File: src/rtl/mqw_pkg.sv
package mqw_pkg;
   localparam int MQW_ADDR_W = 8;
   localparam int MQW_QSEL_W = 5;
   localparam int MQW_DEV_W  = MQW_ADDR_W - MQW_QSEL_W;
   localparam int MQW_QSPACE = 2 ** MQW_QSEL_W;

   typedef struct packed {
      logic                  valid;
      logic [MQW_QSEL_W-1:0] qid;
   } mqw_sel_t;
endpackage

File: src/rtl/mqw_sel_pipe.sv
module mqw_sel_pipe
   import mqw_pkg::*;
#(
   parameter int NUM_QUEUES = 32
) (
   input  logic                  clk,
   input  logic                  rst_n,
   input  logic                  addr_en,
   input  logic [MQW_ADDR_W-1:0] wr_addr,
   input  logic [MQW_DEV_W-1:0]  dev_id,
   output mqw_sel_t              flag_sel,
   output mqw_sel_t              data_sel,
   output logic                  sel_err
);
   logic     id_hit;
   logic     in_range;
   mqw_sel_t new_sel;
   mqw_sel_t flag_q, pend_q, data_q;
   logic     pend_ld, sel_d1, err_q;

   assign id_hit = (wr_addr[MQW_ADDR_W-1:MQW_QSEL_W] == dev_id);

   generate
      if (NUM_QUEUES == MQW_QSPACE) begin : g_full_space
         assign in_range = 1'b1;
      end else begin : g_part_space
         localparam logic [MQW_QSEL_W:0] NQ_V = (MQW_QSEL_W+1)'(NUM_QUEUES);
         assign in_range = ({1'b0, wr_addr[MQW_QSEL_W-1:0]} < NQ_V);
      end
   endgenerate

   always_comb begin
      new_sel.valid = id_hit & in_range;
      new_sel.qid   = wr_addr[MQW_QSEL_W-1:0];
   end

   always_ff @(posedge clk or negedge rst_n) begin
      if (!rst_n) begin
         flag_q  <= '0;
         pend_q  <= '0;
         data_q  <= '0;
         pend_ld <= 1'b0;
         sel_d1  <= 1'b0;
         err_q   <= 1'b0;
      end else begin
         sel_d1  <= addr_en;
         err_q   <= addr_en & sel_d1;
         pend_ld <= addr_en;
         if (addr_en) begin
            flag_q <= new_sel;
            pend_q <= new_sel;
         end
         if (pend_ld) data_q <= pend_q;
      end
   end

   assign flag_sel = flag_q;
   assign data_sel = data_q;
   assign sel_err  = err_q;

   a_r3_data_lags_flag: assert property (@(posedge clk) disable iff (!rst_n)
      data_q == $past(flag_q));

   a_r4_flag_takes_new: assert property (@(posedge clk) disable iff (!rst_n)
      (addr_en && id_hit && in_range) |=>
         (flag_q.valid && flag_q.qid == $past(wr_addr[MQW_QSEL_W-1:0])));

   a_r7_err_has_cause: assert property (@(posedge clk) disable iff (!rst_n)
      sel_err |-> $past(addr_en));
endmodule

File: src/rtl/mqw_occ_bank.sv
module mqw_occ_bank #(
   parameter int NUM_QUEUES = 32,
   parameter int CAPACITY   = 64
) (
   input  logic                  clk,
   input  logic                  rst_n,
   input  logic [NUM_QUEUES-1:0] wr_inc,
   input  logic [NUM_QUEUES-1:0] rd_dec,
   output logic [NUM_QUEUES-1:0] full_vec
);
   localparam int              CNT_W = $clog2(CAPACITY + 1);
   localparam logic [CNT_W-1:0] CAP_V = CNT_W'(CAPACITY);

   genvar g;
   generate
      for (g = 0; g < NUM_QUEUES; g++) begin : g_q
         logic [CNT_W-1:0] cnt;
         logic             dec_ok;

         assign dec_ok      = rd_dec[g] & (cnt != '0);
         assign full_vec[g] = (cnt == CAP_V);

         always_ff @(posedge clk or negedge rst_n) begin
            if (!rst_n) begin
               cnt <= '0;
            end else begin
               case ({wr_inc[g], dec_ok})
                  2'b10:   cnt <= cnt + 1'b1;
                  2'b01:   cnt <= cnt - 1'b1;
                  default: cnt <= cnt;
               endcase
            end
         end

         a_r5_no_overflow: assert property (@(posedge clk) disable iff (!rst_n)
            cnt <= CAP_V);

         a_r5_inc_only_when_room: assert property (@(posedge clk) disable iff (!rst_n)
            wr_inc[g] |-> (cnt != CAP_V));

         a_r8_empty_read_ignored: assert property (@(posedge clk) disable iff (!rst_n)
            (cnt == '0 && rd_dec[g] && !wr_inc[g]) |=> (cnt == '0));
      end
   endgenerate
endmodule

File: src/rtl/mq_write_port.sv
module mq_write_port
   import mqw_pkg::*;
#(
   parameter int NUM_QUEUES = 32,
   parameter int CAPACITY   = 64
) (
   input  logic                  clk,
   input  logic                  rst_n,
   input  logic                  addr_en,
   input  logic [7:0]            wr_addr,
   input  logic [2:0]            dev_id,
   input  logic                  wr_en_n,
   input  logic [NUM_QUEUES-1:0] rd_pulse,
   output logic                  full,
   output logic                  wr_strobe,
   output logic [4:0]            wr_queue,
   output logic                  sel_err
);
   generate
      if (NUM_QUEUES < 1 || NUM_QUEUES > MQW_QSPACE) begin : g_bad_nq
         $error("NUM_QUEUES must lie in 1..%0d", MQW_QSPACE);
      end
      if (CAPACITY < 1) begin : g_bad_cap
         $error("CAPACITY must be at least 1");
      end
   endgenerate

   mqw_sel_t                flag_sel, data_sel;
   logic [NUM_QUEUES-1:0]   full_vec, wr_inc;
   logic [MQW_QSPACE-1:0]   full_ext, inc_ext;
   logic                    data_full;

   mqw_sel_pipe #(.NUM_QUEUES(NUM_QUEUES)) u_sel (
      .clk      (clk),
      .rst_n    (rst_n),
      .addr_en  (addr_en),
      .wr_addr  (wr_addr),
      .dev_id   (dev_id),
      .flag_sel (flag_sel),
      .data_sel (data_sel),
      .sel_err  (sel_err)
   );

   mqw_occ_bank #(.NUM_QUEUES(NUM_QUEUES), .CAPACITY(CAPACITY)) u_occ (
      .clk      (clk),
      .rst_n    (rst_n),
      .wr_inc   (wr_inc),
      .rd_dec   (rd_pulse),
      .full_vec (full_vec)
   );

   assign full_ext  = MQW_QSPACE'(full_vec);
   assign data_full = full_ext[data_sel.qid];
   assign full      = flag_sel.valid & full_ext[flag_sel.qid];
   assign wr_strobe = data_sel.valid & ~wr_en_n & ~data_full;
   assign wr_queue  = data_sel.qid;
   assign inc_ext   = MQW_QSPACE'(wr_strobe) << data_sel.qid;
   assign wr_inc    = inc_ext[NUM_QUEUES-1:0];

   a_r6_deselect_releases_full: assert property (@(posedge clk) disable iff (!rst_n)
      (addr_en && wr_addr[7:5] != dev_id) |=> !full);

   a_r9_strobe_needs_enable: assert property (@(posedge clk) disable iff (!rst_n)
      wr_strobe |-> !wr_en_n);
endmodule

File: config.mk
export PLATFORM = sky130hd
export DESIGN_NAME = mq_write_port
export DESIGN_NICKNAME = d
export VERILOG_FILES = /design/src/rtl/mqw_pkg.sv /design/src/rtl/mqw_sel_pipe.sv /design/src/rtl/mqw_occ_bank.sv /design/src/rtl/mq_write_port.sv
export SDC_FILE = /design/constraint.sdc
export NUM_CORES = 1
export LEC_CHECK = 0
export CORE_UTILIZATION = 35
export DETAILED_ROUTE_END_ITERATION = 10
export DONT_BUFFER_PORTS = 1
export GPL_TIMING_DRIVEN = 0
export PLACE_DENSITY = 0.52
export RECOVER_POWER = 25
export SLEW_MARGIN = 15
export SYNTH_ARGS = -nofsm -noshare
export SYNTH_HDL_FRONTEND = slang
export SYNTH_SLANG_ARGS = --single-unit
File: constraint.sdc
create_clock -name clk -period 11.7 [get_ports clk]
set_input_delay 0 -clock clk [delete_from_list [all_inputs] [get_ports clk]]
set_output_delay 0 -clock clk [all_outputs]
set_load 0.01 [all_outputs]
# Word-level counts from Yosys, hierarchy flattened
# Index checks and enable logic that the tools add are counted.
# Widths: inputs -> output; s select.
dict set report totals {
  register_bits 238
  in_bits 47
  out_inout_bits 8
  elab_cells 340
}
dict set report op_classes {
  add_sub_neg 64
  magnitude_cmp 2
  n_eq_ne 97
  shifts 1
  n_mux 36
  bitwise_logic 38
  n_reduce_logical 64
}
# op count
set op_table {}
lappend op_table {{$pmux 7 s2} 32}
lappend op_table {{$add 7x1->7 const B} 32}
lappend op_table {{$eq 7x7->1 const B} 32}
lappend op_table {{$reduce_bool 7->1} 32}
lappend op_table {{$sub 7x1->7 const B} 32}
lappend op_table {{$eq 2x1->1 const B} 32}
lappend op_table {{$eq 2x2->1 const B} 32}
lappend op_table {{$reduce_bool 2->1} 32}
lappend op_table {{$and 1x1->1} 36}
lappend op_table {{$shl 1x5->32} 1}
lappend op_table {{$lt 5x6->1 const B} 2}
lappend op_table {{$bmux 1 s5} 2}
lappend op_table {{$eq 3x3->1} 1}
lappend op_table {{$mux 1} 2}
lappend op_table {{$not 1->1} 2}

# Logic depth before layout (Yosys ltp)
# Gate-level depths: netlist of run 1.
dict set report logic_depth {
  word_depth 8
  mapped_depth 18
  ltp_nobuf 17
}

# Cells and area by module
# Synthesis of run 1 repeated with hierarchy kept, for this count alone.
dict set report hier_totals {
  cells_unflattened 2088
  hier_area_um2 19402.4
}
# mod n_inst cells_per_inst area_each_um2 seq_area_each_um2
set modules_own_cells {}
lappend modules_own_cells {mqw_occ_bank 1 1945 17880.9 5605.4}
lappend modules_own_cells {mq_write_port 1 110 929.6 0.0}
lappend modules_own_cells {mqw_sel_pipe 1 33 591.8 350.3}

# Worst setup path before layout of run 1
# No wires, ideal clock.
dict set report synth_timing {
  kind {flip-flop to flip-flop}
  startpoint {reg u_sel.data_q, in the netlist u_sel.data_sel[2]}
  endpoint {reg u_occ.g_q[23].cnt[6]}
  setup_ps 79
  t_arrival_ps 3631
  t_required_ps 11621
  setup_slack_ps 7990
  path_stages_with_launch 17
  path_buffers 0
  period_less_slack_ps 3710
  path_cell_list {dfrtp_1 > nor2b_4 > and2_4 > nand4_1 > o2111ai_1 > o32a_1 > or3_1 > or3_1 > ha_1 > ha_1 > nor2b_1 > o21ai_0 > a21oi_1 > o21a_1 > o21a_1 > nor3_1 > xor2_1}
}
dict set report synth_between {
  elab_chain_cells 7
  word_cells_on_any_way 9
  classes_between {eq/ne: 2; shift: 1; mux: 3; bitwise: 2; reduce/logical: 1}
}
# item line_no
set synth_lines {}
lappend synth_lines {{start, declared} mqw_sel_pipe.sv:18} ;# mqw_sel_t flag_q, pend_q, data_q;
lappend synth_lines {{start signal, assigned} mqw_sel_pipe.sv:53} ;# if (pend_ld) data_q <= pend_q;
lappend synth_lines {{$bmux 1 s5} mq_write_port.sv:53} ;# assign data_full = full_ext[data_sel.qid];
lappend synth_lines {{$mux 1 (implied by the code)} mq_write_port.sv:53}
lappend synth_lines {{$not 1->1} mq_write_port.sv:55} ;# assign wr_strobe = data_sel.valid & ~wr_en_n & ~data_full;
lappend synth_lines {{$and 1x1->1} mq_write_port.sv:55}
lappend synth_lines {{$shl 1x5->32 (*)} mq_write_port.sv:57} ;# assign inc_ext = MQW_QSPACE'(wr_strobe) << data_sel.qid;
lappend synth_lines {{$eq 2x1->1 / $eq 2x2->1 (equally long branches)} mqw_occ_bank.sv:27} ;# case ({wr_inc[g], dec_ok})
lappend synth_lines {{$pmux 7 s2 / $reduce_bool 2->1 (equally long branches)} -}
lappend synth_lines {{end signal, assigned} mqw_occ_bank.sv:28} ;# 2'b10: cnt <= cnt + 1'b1;
lappend synth_lines {{end signal, assigned} mqw_occ_bank.sv:29} ;# 2'b01: cnt <= cnt - 1'b1;
lappend synth_lines {{end signal, assigned} mqw_occ_bank.sv:30} ;# default: cnt <= cnt;
lappend synth_lines {{end, declared} mqw_occ_bank.sv:17} ;# logic [CNT_W-1:0] cnt;
# Mark *: on every way between the ends. The rest lies on a longest branch, timed or not. The select of a mux whose other input is x is not followed.
# A chain may end at the register's enable or synchronous reset.

==> out/metrics.cfg, run 1 <==
[yosys]
ys_seq_area_share_pct=35.1
synth_cell_type_count=60
ys_seq_elements=238
synth_ff_type=dfrtp_1
synth_edf_count=0
netlist_top_cells_area=dfrtp_1 (35%), ha_1 (14%), xor2_1 (6.0%), o21ai_0 (5.3%), nand2_1 (4.4%)
synth_top_area_cell=dfrtp_1
synth_cells=1839
synth_top_area_share_pct=35.1
synth_area_mm2=0.0170
async_reset_ff_share_pct=100
yosysWarnings=0
syn_area_per_cell_um2=9.23
synth_nets=2110

[worst_setup_path]
cpLargestDelayFamily=buffers and inverters
path_buf_inv=2
worstPathArrival_ns=4.59
end_kind=async pin
cp_max_fo=100
crit_path_start_kind=input pin
r2r_setup_slack_ns=7.01
max_stage_delay_ns=3.94
worstSetupPathType=in -> async
critical_path.cell_chain=dlygate4sd3_1 > clkbuf_1
cp_num_cells=2
crit_required_ns=10.99
rr_worst_depth=16
crit_slowest_cell=clkbuf_1

[pwr]
combPwrFrac_pct=48.1
swShare_pct=40.6
power_frac_clock_pct=18.5
internal_power_mw=2.91
finalPower_mw=4.89
leakage_nw=8.66
pwr-share-seq_pct=33.5
worst_ir_drop_vdd_mv=0.115
power_density_mw_per_mm2=255
p_sw_mw=1.99

[sta]
period_share_pct=45.3
rsz0062_at_grt=false
finalClockSkew_ns=0.0148
max-slew-margin-rel_pct=-278
finalHoldViolations=0
max_freq_mhz=189
worst_pin_slew_ns=5.67
setup_viol=0
holdWs_ns=0.125
min_period_ns=5.30
tns_ns=0
drv_slew=101

[floorplan]
die_area_mm2=0.0494
start_util_pct=35.5
rows=80
ios=55
die_w_um=222
core_area_mm2=0.0478
die_h_um=222

[grt]
grt_pass1_vias=12800
grt_usage_pct=15.6
grt_overflow_total=0
antenna_found_initial=4
grt_pass1_wl_um=63800
grt_max_degree=239

[detailed_routing]
drt-total-wl_um=37300
drc_errors=0
firstDrtPassIters=6
num_vias=12800
wl_per_cell_um=14.6
viasPerCell=5.02
drtIter0Drc=549
ant_nets=0

[placed_design]
hpwl_um=27200
dpl_cell_area_mm2=0.0177
portBuffers=0
gp_congestion=0.806

[clock_tree]
cts-htree-levels=1
cts_tree=done
cts.sink_count=238
cts.repair.resized=0
insertion_delay_ns=0.57
clk_path_buf_depth=3
clkSlewWorstSetupHoldPaths_ns=0.05
cts-root-buf=clkbuf_16
numCtsBuffers=31

[worst_hold_path]
min_path_type=in -> reg
min_path_cells=2

[run_status]
status=complete, but fails checks
violations=max-capacitance violations, max-slew violations

[layout]
multi_input_area_mm2=0.0101
final_core_util_pct=40.0
stdcell_area_mm2=0.0192
drive_above_1_share_pct=4.40
final_cell_mix=dfrtp_1 (238), nand2_1 (199), ha_1 (192), o21ai_0 (181), inv_1 (176)
fillCellCount=4733
regArea_mm2=0.00596
synthToLayoutAreaGrowth_pct=12.8
layout_commonest_cell=dfrtp_1
layout.nets=2187

[flow_run]
drv_cap=1

-- per-layer routing --
layer  routed length, um  track usage [%]  vias up  share of wire [%]
met1               17900             21.1     6027                 48
met5                  20                0        -              0.054
met4                 961             4.64        4                2.6
li1                    -                -     6557                  -
met3                1620             2.67       62                4.3
met2               16800             25.2      155                 45
-- cells by family (layout without fill, tap and decap cells) --
| family | Yosys count | in the layout | share of synthesized area, % |
|---|---|---|---|
| buffers and inverters | 226 | 321 | 5.18 |
| and+or+nand+nor | 476 | 476 | 13.7 |
| other | 0 | 2 | 0 |
| xor gates and xnor gates | 176 | 176 | 9.08 |
| DFF | 238 | 238 | 35.1 |
| adders and majority gates | 224 | 224 | 17.9 |
| AOI/OAI and AO/OA | 468 | 468 | 16.9 |
| muxes | 31 | 31 | 2.13 |
-- state kept, by name, indices dropped and copies added (netlist names) --
register,flops
u_sel.pend_ld,1
u_sel.flag_sel,6
u_sel.data_sel,6
u_occ.g_q.cnt,224
u_sel.sel_err,1
-- what timing repair did --
action                                 4_1_cts  5_1_grt
hold buffers                                43        0
endpoints found under the hold margin      293        0
setup buffers                                0        0
-- worst paths after layout --
check                                          start                   end
worst max-delay path                           rst_n  u_occ.g_q[30].cnt[6]
worst min-delay path                      wr_addr[3]     u_sel.flag_sel[3]
worst max register to register  u_occ.g_q[27].cnt[1]  u_occ.g_q[30].cnt[6]
worst min register to register  u_occ.g_q[31].cnt[6]  u_occ.g_q[31].cnt[6]
max in group clk                u_occ.g_q[27].cnt[1]  u_occ.g_q[30].cnt[6]
min in group asynchronous                      rst_n   u_occ.g_q[9].cnt[3]
-- area by class of cell --
| class | count | share of cell area [%] |
|---|---|---|
| multi-input combinational | 1375 | 53.0 |
| sequential | 238 | 31.1 |
| clock buffer | 45 | 4.85 |
| tap | 615 | 4.02 |
| inverter | 177 | 3.47 |
| timing repair buffer | 44 | 2.36 |
| buffer | 49 | 1.08 |
| clock inverter | 6 | 0.157 |
| antenna | 2 | 0.0261 |
-- metrics by stage --
stage	std cells	worst slack, ns
CTS	2548	6.91
floorplan	1839	7.99
global placement	2454	6.93
detailed placement	2454	6.94
finish	2551	6.40
global route	2550	5.01
-- power groups by stage --
stage / logic [mW] / registers (mW) / clock network (mW)
3_5_place_dp: 2.33 / 1.64 / 0
2_1_floorplan: 1.96 / 1.54 / 0
4_1_cts: 2.38 / 1.64 / 0.937
6_report: 2.35 / 1.64 / 0.905
3_3_place_gp: 2.26 / 1.63 / 0
5_1_grt: 2.75 / 1.71 / 0.968
-- synth_stat cells, types with 2 or more instances --
library cell and instances:
dfrtp_1 238, nand2_1 199, ha_1 192, o21ai_0 181, inv_1 176, xor2_1 117, a21oi_1 91, o21a_1 84
nor3_1 70, xnor2_1 59, nor2_1 43, clkbuf_1 40, a21o_1 34, fa_1 32, nor2b_1 32, and3_1 27
nor4_1 25, nand3_1 24, mux2_2 21, o31ai_1 21, nand4_1 13, o21bai_1 13, a21boi_0 12, or4_1 9
mux2i_1 8, nand2b_1 7, o41a_1 7, buf_4 6, or3_1 6, nor3b_1 5, a22oi_1 3, a31oi_1 3
nor4b_1 3, o2111ai_1 3, o211ai_1 3, a32oi_1 2, and2_1 2, and4_1 2, mux4_2 2, nand4b_1 2
nor4b_2 2, o211a_1 2
No activity file was read; power rests on OpenSTA's default activity.
==> run 2, diff against run 1 <==
- PLACE_DENSITY: 0.52 -> 0.54
- clock period: 11.7 -> 4.3 ns (I/O delays scaled with it)
==> out/metrics.cfg, run 2 (synthesis results as in run 1) <==
[worst_setup_path]
critPathCapture=u_occ.g_q[23].cnt[6]
r2r_start=u_sel.data_sel[0]
crit_path_frequent_cell=o21a_1
end_kind=flip-flop
cpLargestDelayFamily=simple AND/OR/NAND/NOR gates
r2r_setup_slack_ns=0.20
max_stage_delay_ns=0.45
crit_slowest_cell=o32a_4
worstPathArrival_ns=4.61
rr_worst_depth=16
crit_required_ns=4.81
cp_num_cells=16
crit_start=u_sel.data_sel[0]
path_buf_inv=1
critical_path.cell_chain=buf_4 > nor2_2 > nand2_1 > o211ai_1 > o32a_4 > or3_4 > or3_1 > ha_4 > ha_1 > nor2b_1 > o21ai_0 > a21oi_1 > o21a_1 > o21a_1 > nor3_1 > xor2_1
timing.rr.end=u_occ.g_q[23].cnt[6]
cp_max_fo=10
crit_path_start_kind=flip-flop
worstSetupPathType=reg -> reg

[placed_design]
placed_cells_incl_taps=2454
gp_congestion=0.827
hpwl_um=26900
portBuffers=0
dpl_cell_area_mm2=0.0177
place_ws_ns=-0.589

[floorplan]
ios=55
core_area_mm2=0.0478
start_util_pct=35.5
die_area_mm2=0.0494
die_w_um=222
die_h_um=222
rows=80

[clock_tree]
cts.sink_count=238
cts-htree-levels=1
clkSlewWorstSetupHoldPaths_ns=0.06
cts_hold_buf=41
cts_tree=done
clk_path_buf_depth=3
cts-root-buf=clkbuf_16
insertion_delay_ns=0.58
numCtsBuffers=31

[grt]
grt_pass1_wl_um=63700
grt_max_degree=239
antenna_found_initial=4
grt_pass1_vias=12900
grt_usage_pct=15.5
grt_overflow_total=0

[sta]
worst_pin_slew_ns=1.07
max-slew-margin-rel_pct=28.0
setup_viol=0
max_freq_mhz=244
worst_slack_ns=0.196
holdWs_ns=-0.862
drv_slew=0
period_share_pct=95.4
finalClockSkew_ns=0.0183
min_period_ns=4.10
rsz0062_at_grt=true
finalHoldViolations=238

[layout]
finalNonFillerCells=2560
layout.nets=2189
drive_above_1_share_pct=8.39
final_core_util_pct=41.3
largest_register_ffs=224
synthToLayoutAreaGrowth_pct=16.3
layout_commonest_cell=dfrtp_1
final_cell_mix=dfrtp_1 (236), nand2_1 (197), inv_1 (176), o21ai_0 (172), ha_1 (162)
regMostFlops=u_occ.g_q.cnt
stdcell_area_mm2=0.0197
multi_input_area_mm2=0.0107
regArea_mm2=0.00596
fillCellCount=4693

[pwr]
leakage_nw=8.78
worst_ir_drop_vdd_mv=0.310
power_density_mw_per_mm2=692

[flow_run]
drv_cap=0

[detailed_routing]
drt-total-wl_um=37800
ant_nets=0
num_vias=12900
viasPerCell=5.04
firstDrtPassIters=4
wl_per_cell_um=14.8
drtIter0Drc=667
drc_errors=0

[worst_hold_path]
min_path_type=in -> async

[run_status]
status=complete, but fails checks
violations=negative hold slack

## run 2: changes by cell type in the layout (fill, tap and decap cells not counted), moves of 9 or more
cell and change:
o21ai_0 -9, ha_1 -30, ha_2 +11, ha_4 +19, o21ai_1 +9
## run 2: metal layers
layer	GRT usage, %	wire [um]	vias to the layer above	part of all wire, %
met5	0	27	-	0.071
met4	4.48	871	4	2.3
met3	2.50	1420	55	3.8
met2	25.5	17500	174	46
met1	20.9	18000	6121	48
li1	-	-	6554	-
## run 2: worst min path at each step
stage,from,slack [ns],endpoint,cells after the start
5_1_grt,rst_n,-0.89,u_occ.g_q[1].cnt[4],0
3_3_place_gp,rst_n,-0.27,u_occ.g_q[4].cnt[2],0
3_5_place_dp,rst_n,-0.28,u_occ.g_q[4].cnt[0],0
2_1_floorplan,rst_n,-0.30,u_occ.g_q[0].cnt[0],0
6_report,rst_n,-0.86,u_occ.g_q[1].cnt[4],0
4_1_cts,rst_n,-0.90,u_occ.g_q[1].cnt[4],0
## run 2: layout make-up
class                   instances  share of cell area, %
plain buffers                  49                   1.11
multi-input cells            1375                   54.0
well taps                     615                   3.90
inverters                     177                   3.36
clock buffers                  47                   4.59
clock inverters                11                  0.551
flip-flops and latches        238                   30.2
repair buffers                 46                   2.27
diodes                          2                 0.0253
## run 2: repair_timing
| action | CTS | global route |
|---|---|---|
| gates resized for setup | 28 | 93 |
| endpoints found under the hold margin | 293 | 238 |
| setup buffers | 3 | 2 |
| endpoints found under the setup margin | 66 | 42 |
| pin swaps | 4 | 11 |
## run 2: per-stage QoR
stage / hold slack [ns] / TNS (ns) / power (mW)
final: -0.862 / 0 / 13.7
after global routing: -0.885 / -0.406 / 15.1
after CTS: -0.900 / -0.0490 / 13.6
after detailed placement: -0.277 / -13.38 / 10.8
after global placement: -0.273 / -11.46 / 10.6
after floorplan: -0.296 / 0 / 9.53
## run 2: report_power, final
group	internal [mW]	switching [mW]	leakage [nW]
clock network	1.56	1.02	0.507
logic	3.20	3.36	5.42
registers	3.37	1.15	2.86
==> run 3, diff against run 2 <==
==> constraint.sdc (replaced) <==
create_clock -name clk -period 4.3 [get_ports clk]
set_input_delay 1.29 -clock clk [delete_from_list [all_inputs] [get_ports clk]]
set_output_delay 1.29 -clock clk [all_outputs]
set_load 0.01 [all_outputs]
==> out/metrics.cfg, run 3 (synthesis results as in run 1) <==
[run_status]
status=completed

[layout]
drive_above_1_share_pct=9.15
final_core_util_pct=40.6
layout.nets=2148
final_cell_mix=dfrtp_1 (236), nand2_1 (197), inv_1 (176), o21ai_0 (170), ha_1 (160)
synthToLayoutAreaGrowth_pct=14.4
regMostFlops=u_occ.g_q.cnt
largest_register_ffs=224
stdcell_area_mm2=0.0194
finalNonFillerCells=2517
layout_commonest_cell=dfrtp_1
antennaDiodeCount=0

[clock_tree]
insertion_delay_ns=0.58
clk_path_buf_depth=3
cts-root-buf=clkbuf_16
cts_tree=done
cts-htree-levels=1
cts_hold_buf=0
cts.sink_count=238
numCtsBuffers=31
clkSlewWorstSetupHoldPaths_ns=0.06

[sta]
worst_pin_slew_ns=0.734
period_share_pct=96.9
drv_slew=0
finalHoldViolations=0
max_freq_mhz=240
setup_viol=0
rsz0062_at_grt=true
worst_slack_ns=0.132
max-slew-margin-rel_pct=50.6
finalClockSkew_ns=0.0179
min_period_ns=4.17

[grt]
grt_overflow_total=0
antenna_found_initial=3
grt_usage_pct=15.4
grt_pass1_vias=12600
grt_pass1_wl_um=63100
grt_max_degree=239

[floorplan]
die_area_mm2=0.0494
start_util_pct=35.5
die_w_um=222
rows=80
ios=55
die_h_um=222
core_area_mm2=0.0478

[worst_setup_path]
worstPathArrival_ns=2.88
max_stage_delay_ns=0.48
end_kind=output pin
crit_path_frequent_cell=nand4_1
critical_path.cell_chain=clkbuf_1 > buf_1 > nand4_1 > o211ai_1 > nor3b_1 > nand4_1 > a21oi_1 > o21a_2
crit_required_ns=3.01
cp_max_fo=10
crit_path_start_kind=flip-flop
worstSetupPathType=reg -> out
path_buf_inv=2
cpLargestDelayFamily=buffers and inverters
crit_slowest_cell=buf_1

[detailed_routing]
drtIter0Drc=557
num_vias=12700
viasPerCell=5.06
drc_errors=0
drt-total-wl_um=37600
firstDrtPassIters=4
ant_nets=0
wl_per_cell_um=15.0

[pwr]
finalPower_mw=13.7
worst_ir_drop_vdd_mv=0.310
leakage_nw=8.63
power_density_mw_per_mm2=705

[placed_design]
portBuffers=0
hpwl_um=26900
dpl_cell_area_mm2=0.0177
place_ws_ns=-0.589
placed_cells_incl_taps=2454
gp_congestion=0.827

[worst_hold_path]
min_path_type=in -> async

[flow_run]
drv_cap=0

run 3: cell count changes in the layout (fill, tap and decap cells not counted), sizes merged:
cell / change
dlygate4sd3: -41
diode: -2
run 3: layout make-up:
class / count / area [um^2]
plain buffers: 49 / 219
clock buffers: 47 / 906
clock inverters: 11 / 109
fillers: 4697 / 28400
inverters: 177 / 664
multi-input cells: 1375 / 10800
flip-flops and latches: 238 / 5960
well taps: 615 / 769
repair buffers: 5 / 37.5
run 3: final timing paths:
check                                            end  slack (ns)  cells after the start                  from
max in group asynchronous       u_occ.g_q[16].cnt[1]        3.51                      0                 rst_n
worst max-delay path                            full        0.13                      8     u_sel.flag_sel[0]
worst min register to register  u_occ.g_q[30].cnt[6]        0.48                      1  u_occ.g_q[30].cnt[6]
worst max register to register  u_occ.g_q[23].cnt[6]        0.20                     16     u_sel.data_sel[1]
min in group clk                u_occ.g_q[30].cnt[6]        0.48                      1  u_occ.g_q[30].cnt[6]
worst min-delay path             u_occ.g_q[1].cnt[4]        0.43                      0                 rst_n
run 3: report_power, final:
group          internal (mW)  switching (mW)  total, mW  leakage (nW)
registers               3.37            1.17       4.54          2.86
logic                   3.19            3.36       6.56          5.26
clock network           1.56            1.02       2.58         0.507
run 3: worst register-to-register path: cells and delay by family (launching register included):
kind	cells	cell delay (ns)
compound gates	6	1.22
xor+xnor	1	0.16
fa+ha+maj	2	0.54
buf+inv	1	0.20
flops	1	0.39
simple gates	6	1.54
run 3: layer usage:
layer / wire length (um) / share of wire, % / GRT usage [%] / vias to the layer above
met3: 1560 / 4.1 / 2.99 / 51
li1: - / - / - / 6477
met5: 46 / 0.12 / 0 / -
met1: 17700 / 47 / 20.6 / 6060
met2: 17400 / 46 / 25.3 / 145
met4: 884 / 2.3 / 4.48 / 6
run 3: timing repair:
action | CTS | global route
gates resized for setup | 37 | 102
pin swaps | 5 | 14
cloned | 0 | 0
endpoints found under the setup margin | 68 | 44
buffers inserted | 3 | 2
run 3: through the flow:
stage / setup TNS, ns / hold WS [ns]
3_3_place_gp: -12.04 / 0.472
5_1_grt: -0.0373 / 0.405
3_5_place_dp: -13.92 / 0.476
6_report: 0 / 0.428
4_1_cts: -0.241 / 0.390
2_1_floorplan: 0 / 0.455
